## src/rtl/psc_pkg.sv

```systemverilog
package psc_pkg;

  localparam int MODE_W = 3;
  localparam int NARROW_W = 16;
  localparam int WIDE_W = 32;

  typedef enum logic [1:0] {
    COND_GT = 2'b00,
    COND_LE = 2'b01,
    COND_NE = 2'b10,
    COND_EQ = 2'b11
  } cond_e;

  typedef enum logic {
    LW_NARROW = 1'b0,
    LW_WIDE   = 1'b1
  } lwidth_e;

  // Reduce a signed greater-than flag and an equality flag to the chosen condition.
  function automatic logic cond_hit(cond_e c, logic gt, logic eq);
    logic r;
    case (c)
      COND_GT: r = gt;
      COND_LE: r = ~gt;
      COND_NE: r = ~eq;
      default: r = eq;
    endcase
    return r;
  endfunction

endpackage

```

## src/rtl/psc_lane_cmp.sv

```systemverilog
module psc_lane_cmp
  import psc_pkg::*;
#(
  parameter int W = 16
) (
  input  logic [W-1:0] a,
  input  logic [W-1:0] b,
  input  cond_e        cond,
  output logic         hit
);
  logic gt;
  logic eq;

  always_comb begin
    gt  = $signed(a) > $signed(b);
    eq  = (a == b);
    hit = cond_hit(cond, gt, eq);
  end
endmodule

```

## src/rtl/psc_mask_pack.sv

```systemverilog
module psc_mask_pack #(
  parameter int LANES  = 4,
  parameter int DATA_W = 64
) (
  input  logic [LANES-1:0]  hits,
  output logic [DATA_W-1:0] word
);
  logic [LANES-1:0] rev;

  // The lowest lane drives the highest mask bit.
  for (genvar i = 0; i < LANES; i++) begin : g_rev
    assign rev[LANES-1-i] = hits[i];
  end

  assign word = {{(DATA_W-LANES){1'b0}}, rev};
endmodule

```

## src/rtl/psc_unit.sv

```systemverilog
module psc_unit
  import psc_pkg::*;
#(
  parameter int DATA_W = 64
) (
  input  logic              clk,
  input  logic              rst,
  input  logic              in_valid,
  output logic              in_ready,
  input  logic [DATA_W-1:0] in_a,
  input  logic [DATA_W-1:0] in_b,
  input  logic [MODE_W-1:0] in_mode,
  output logic              out_valid,
  input  logic              out_ready,
  output logic [DATA_W-1:0] out_data
);
  localparam int N_NARROW = DATA_W / NARROW_W;
  localparam int N_WIDE   = DATA_W / WIDE_W;

  cond_e   cond;
  lwidth_e lw;
  assign cond = cond_e'(in_mode[1:0]);
  assign lw   = lwidth_e'(in_mode[2]);

  logic [N_NARROW-1:0] hit_n;
  logic [N_WIDE-1:0]   hit_w;
  logic [DATA_W-1:0]   word_n;
  logic [DATA_W-1:0]   word_w;
  logic [DATA_W-1:0]   word_sel;

  for (genvar i = 0; i < N_NARROW; i++) begin : g_narrow
    psc_lane_cmp #(.W(NARROW_W)) u_cmp (
      .a   (in_a[i*NARROW_W +: NARROW_W]),
      .b   (in_b[i*NARROW_W +: NARROW_W]),
      .cond(cond),
      .hit (hit_n[i])
    );
  end

  for (genvar i = 0; i < N_WIDE; i++) begin : g_wide
    psc_lane_cmp #(.W(WIDE_W)) u_cmp (
      .a   (in_a[i*WIDE_W +: WIDE_W]),
      .b   (in_b[i*WIDE_W +: WIDE_W]),
      .cond(cond),
      .hit (hit_w[i])
    );
  end

  psc_mask_pack #(.LANES(N_NARROW), .DATA_W(DATA_W)) u_pack_n (
    .hits(hit_n),
    .word(word_n)
  );

  psc_mask_pack #(.LANES(N_WIDE), .DATA_W(DATA_W)) u_pack_w (
    .hits(hit_w),
    .word(word_w)
  );

  assign word_sel = (lw == LW_WIDE) ? word_w : word_n;

  // One output register with a skid-free valid/ready hand-over.
  logic accept;
  assign in_ready = ~out_valid | out_ready;
  assign accept   = in_valid & in_ready;

  always_ff @(posedge clk) begin
    if (rst) begin
      out_valid <= 1'b0;
    end else if (accept) begin
      out_valid <= 1'b1;
    end else if (out_ready) begin
      out_valid <= 1'b0;
    end
  end

  always_ff @(posedge clk) begin
    if (rst) begin
      out_data <= '0;
    end else if (accept) begin
      out_data <= word_sel;
    end
  end
endmodule

```

## config.mk

```make
export PLATFORM = sky130hd
export DESIGN_NAME = psc_unit
export DESIGN_NICKNAME = d
export VERILOG_FILES = /design/src/rtl/psc_pkg.sv /design/src/rtl/psc_lane_cmp.sv /design/src/rtl/psc_mask_pack.sv /design/src/rtl/psc_unit.sv
export SDC_FILE = /design/constraint.sdc
export NUM_CORES = 1
export LEC_CHECK = 0
export ABC_AREA = 1
export BUFFER_PORTS_ARGS = -buffer_cell sky130_fd_sc_hd__buf_2
export CAP_MARGIN = 20
export CORE_MARGIN = 10
export CORE_UTILIZATION = 50
export DETAILED_ROUTE_END_ITERATION = 12
export GPL_TIMING_DRIVEN = 0
export MAX_ROUTING_LAYER = met4
export PLACE_DENSITY = 0.83
export SYNTH_ARGS = -nofsm -noshare
export SYNTH_HDL_FRONTEND = slang
export SYNTH_HIERARCHICAL = 1
export SYNTH_SLANG_ARGS = --single-unit
```

## constraint.sdc

```tcl
create_clock -name clk -period 3.4 [get_ports clk]
set_input_delay 0.51 -clock clk [delete_from_list [all_inputs] [get_ports clk]]
set_output_delay 0.51 -clock clk [all_outputs]
set_load 0.05 [all_outputs]
```

==> qor.csv <==
stage,metric,value,unit
drt,firstDrtPassIters,5,
floorplanning,die_w,148.4,µm
worst_setup_path,crit_arrival,2.29,ns
drt,vias,8214,
clocking,holdBufCountCts,0,
floorplanning,pin_count,201,
clocking,cts_tree,yes,
global_route,grt_start_max_net_pins,13,
logic_synthesis,synth_seq_area_share,0.1578,
power_and_ir_drop,p_leak,6.552,nW
drt,drt-total-wl,19600,µm
timing,finalSetupViolations,0,
clocking,clock_sinks,65,
logic_synthesis,synth_area,0.008248,mm²
drt,maxUsedRoutingLayer,met4,
floorplanning,dieArea,0.02203,mm²
global_route,grt_use_total,0.1821,
run_status,status,"complete, no violations",
timing,skew,0.007896,ns
logic_synthesis,synth_compound_area_frac,0.08374,
logic_synthesis,syn_inst,1382,
clocking,htreeDepth,3,
logic_synthesis,ys_types,23,
placement,dp_hpwl,16840,µm
floorplanning,die_h,148.4,µm
logic_synthesis,synth_area_leaders,"ha_1 (19%), nand2_1 (16%), dfxtp_1 (16%)",
flow_run,drv_cap,0,
finish,area_growth,24.45,%
global_route,grt_pass1_wl,33370,µm
global_route,grt.overflow.total,0,
worst_setup_path,start_kind,input port,
logic_synthesis,synthMuxAreaShare,0,
clocking,clk_latency,0.33,ns
drt,drt-wirelength-per-cell,10.11,µm
logic_synthesis,ys_warn_count,6,
logic_synthesis,synth_top_area_frac,0.1942,
drt,first_iter_violations,223,
worst_setup_path,cp-end-kind,flop,
clocking,clkTransAtPathRegs,0.05,ns
clocking,cts_setup_buffers,0,
timing,min_period_over_period,0.6076,
finish,finalNetCount,1975,
logic_synthesis,synth_xor_area_frac,0,
worst_setup_path,cp_max_fo,4,
timing,fin_tns_setup,0,ns
finish,fin_util,0.6415,
drt,drc,0,
hold_path,hp-class,input port to flop,
power_and_ir_drop,ir_drop,0.2618,mV
finish,drive_gt1_frac,0.2295,
timing,grt_setup_unrepaired,false,
logic_synthesis,synth_top_cell_by_area,ha_1,
logic_synthesis,synth_top_family_by_area,buffers and inverters,
drt,routed-wl-met3,1256,µm
drt,routed_via_density,4.238,
logic_synthesis,syn-mean-instance-area,5.968,µm²
drt,drt-met1-wl,8474,µm
placement,gp_congestion,0.8452,
worst_setup_path,required,3.62,ns
finish,fill_cells,1492,
timing,slew_violations,0,
floorplanning,rows,46,
clocking,cts_resized,0,
timing,max_freq,484.1,MHz
global_route,grt_pass1_vias,7929,
floorplanning,core_region_area,0.01600,mm²
drt,ant_nets,0,
timing,finalHoldViolCount,0,
worst_setup_path,critPathKind,input port to flop,
timing,fin_crit,2.066,ns
logic_synthesis,synth-simple-area-share,0.2803,
global_route,grt_antenna_before_repair,5,
placement,port_buffers,199,
floorplanning,start_util,0.5155,
logic_synthesis,ys_ff_latch,65,
clocking,clockBufferDepth,2,
logic_synthesis,synth_fa_ha_area_frac,0.1942,
clocking,clock_tree.root_cell,clkbuf_16,
power_and_ir_drop,p_per_area,291.8,mW/mm²
drt,wl_met2,9506,µm
clocking,cts_made_buffers,9,
worst paths after layout:
kind         startpoint           end  slack (ns)  depth (start not counted)
max            in_a[63]   out_data[0]        1.33                         18
min                 rst     out_valid        0.36                          2
min reg2reg   out_valid     out_valid        0.50                          2
max reg2reg   out_valid  out_data[49]        2.22                          6
cell families (layout without fill, tap and decap cells):
group           after synthesis  count (layout)
simple gates                578             578
buf+inv                     478             693
compound gates              131             131
fa+ha+maj                   128             128
other cells                   2             127
flops                        65              65
where the power goes:
| part | internal, W | switching, W | total (W) |
|---|---|---|---|
| clock | 0.000563 | 0.000345 | 0.000909 |
| sequential | 0.000826 | 0.0000323 | 0.000859 |
| combinational | 0.000472 | 0.000756 | 0.00123 |
| total | 0.00186 | 0.00113 | 0.00300 |
metrics by stage:
| stage | hold slack (ns) | std cells | instance area, µm² | setup slack, ns | power (W) |
|---|---|---|---|---|---|
| finish | 0.3611 | 1938 | 10260 | 1.334 | 0.002995 |
| floorplan | 0.5791 | 1502 | 8698 | 1.343 | 0.001790 |
| CTS | 0.3517 | 1933 | 10250 | 1.318 | 0.003004 |
| global route | 0.3819 | 1938 | 10260 | 1.107 | 0.003222 |
| global placement | 0.4907 | 1917 | 9965 | 1.046 | 0.002060 |
| detailed placement | 0.4940 | 1917 | 9965 | 0.9752 | 0.002090 |
cell usage in the layout, fill, tap and decap left out:
cell	n
nand3_2	6
nand2_1	360
clkbuf_1	11
o21ai_0	39
nand4_1	4
nor2_1	170
nand2_2	6
conb_1	122
o21ai_1	35
nor3_2	4
clkinv_2	4
a21oi_2	4
a21oi_1	45
buf_6	4
buf_2	217
a21o_1	8
diode_2	5
bufinv_16	1
dfxtp_1	65
buf_4	130
nor2_2	4
inv_1	314
nand3_1	22
inv_2	2
nand4_2	2
clkbuf_16	9
clkinv_4	1
ha_1	128
metal layers:
layer,vias up,track usage
met5,-,-
met4,0,0.04460
met3,24,0.05006
met2,169,0.3239
met1,3481,0.1961
li1,4540,-
registers in the layout, indices dropped and copies added (netlist names):
register and flops:
out_data 64, out_valid 1
synthesized netlist by cell type:
cell type and instances:
buf_2 18, a21oi_1 45, nand2_2 6, nand4_1 4, nand3_1 22, nand4_2 2, nor2_1 170, o21ai_1 35
buf_6 4, nor3_2 4, inv_2 2, buf_4 130, a21o_1 8, a21oi_2 4, nand3_2 6, inv_1 314
dfxtp_1 65, o21ai_0 39, nand2_1 360, conb_1 2, clkbuf_1 10, ha_1 128, nor2_2 4
critical path: stages:
cell	delay (ns)
buf_2	0.11
ha_1	0.33
nand2_1	0.09
nor2_2	0.16
nand4_2	0.11
nor2_2	0.18
nand2_1	0.09
nand2_1	0.06
nand2_1	0.05
nand3_2	0.07
nand2_1	0.05
nand2_1	0.05
nand2_1	0.04
buf_4	0.12
nand2_1	0.05
o21ai_1	0.06
nor2_1	0.10
nor2_1	0.05
layout make-up:
| type | count | area [µm²] | share of cell area |
|---|---|---|---|
| diodes | 5 | 12.51 | 0.001219 |
| plain buffers | 162 | 1149 | 0.1119 |
| clock buffers | 10 | 229.0 | 0.02231 |
| clock inverters | 6 | 58.81 | 0.005729 |
| inverters | 316 | 1186 | 0.1156 |
| multi-input cells | 959 | 5062 | 0.4932 |
| flip-flops and latches | 65 | 1301 | 0.1268 |
| well taps | 216 | 270.3 | 0.02633 |
| repair buffers | 199 | 996.0 | 0.09703 |
No activity file was read; power rests on OpenSTA's default activity.
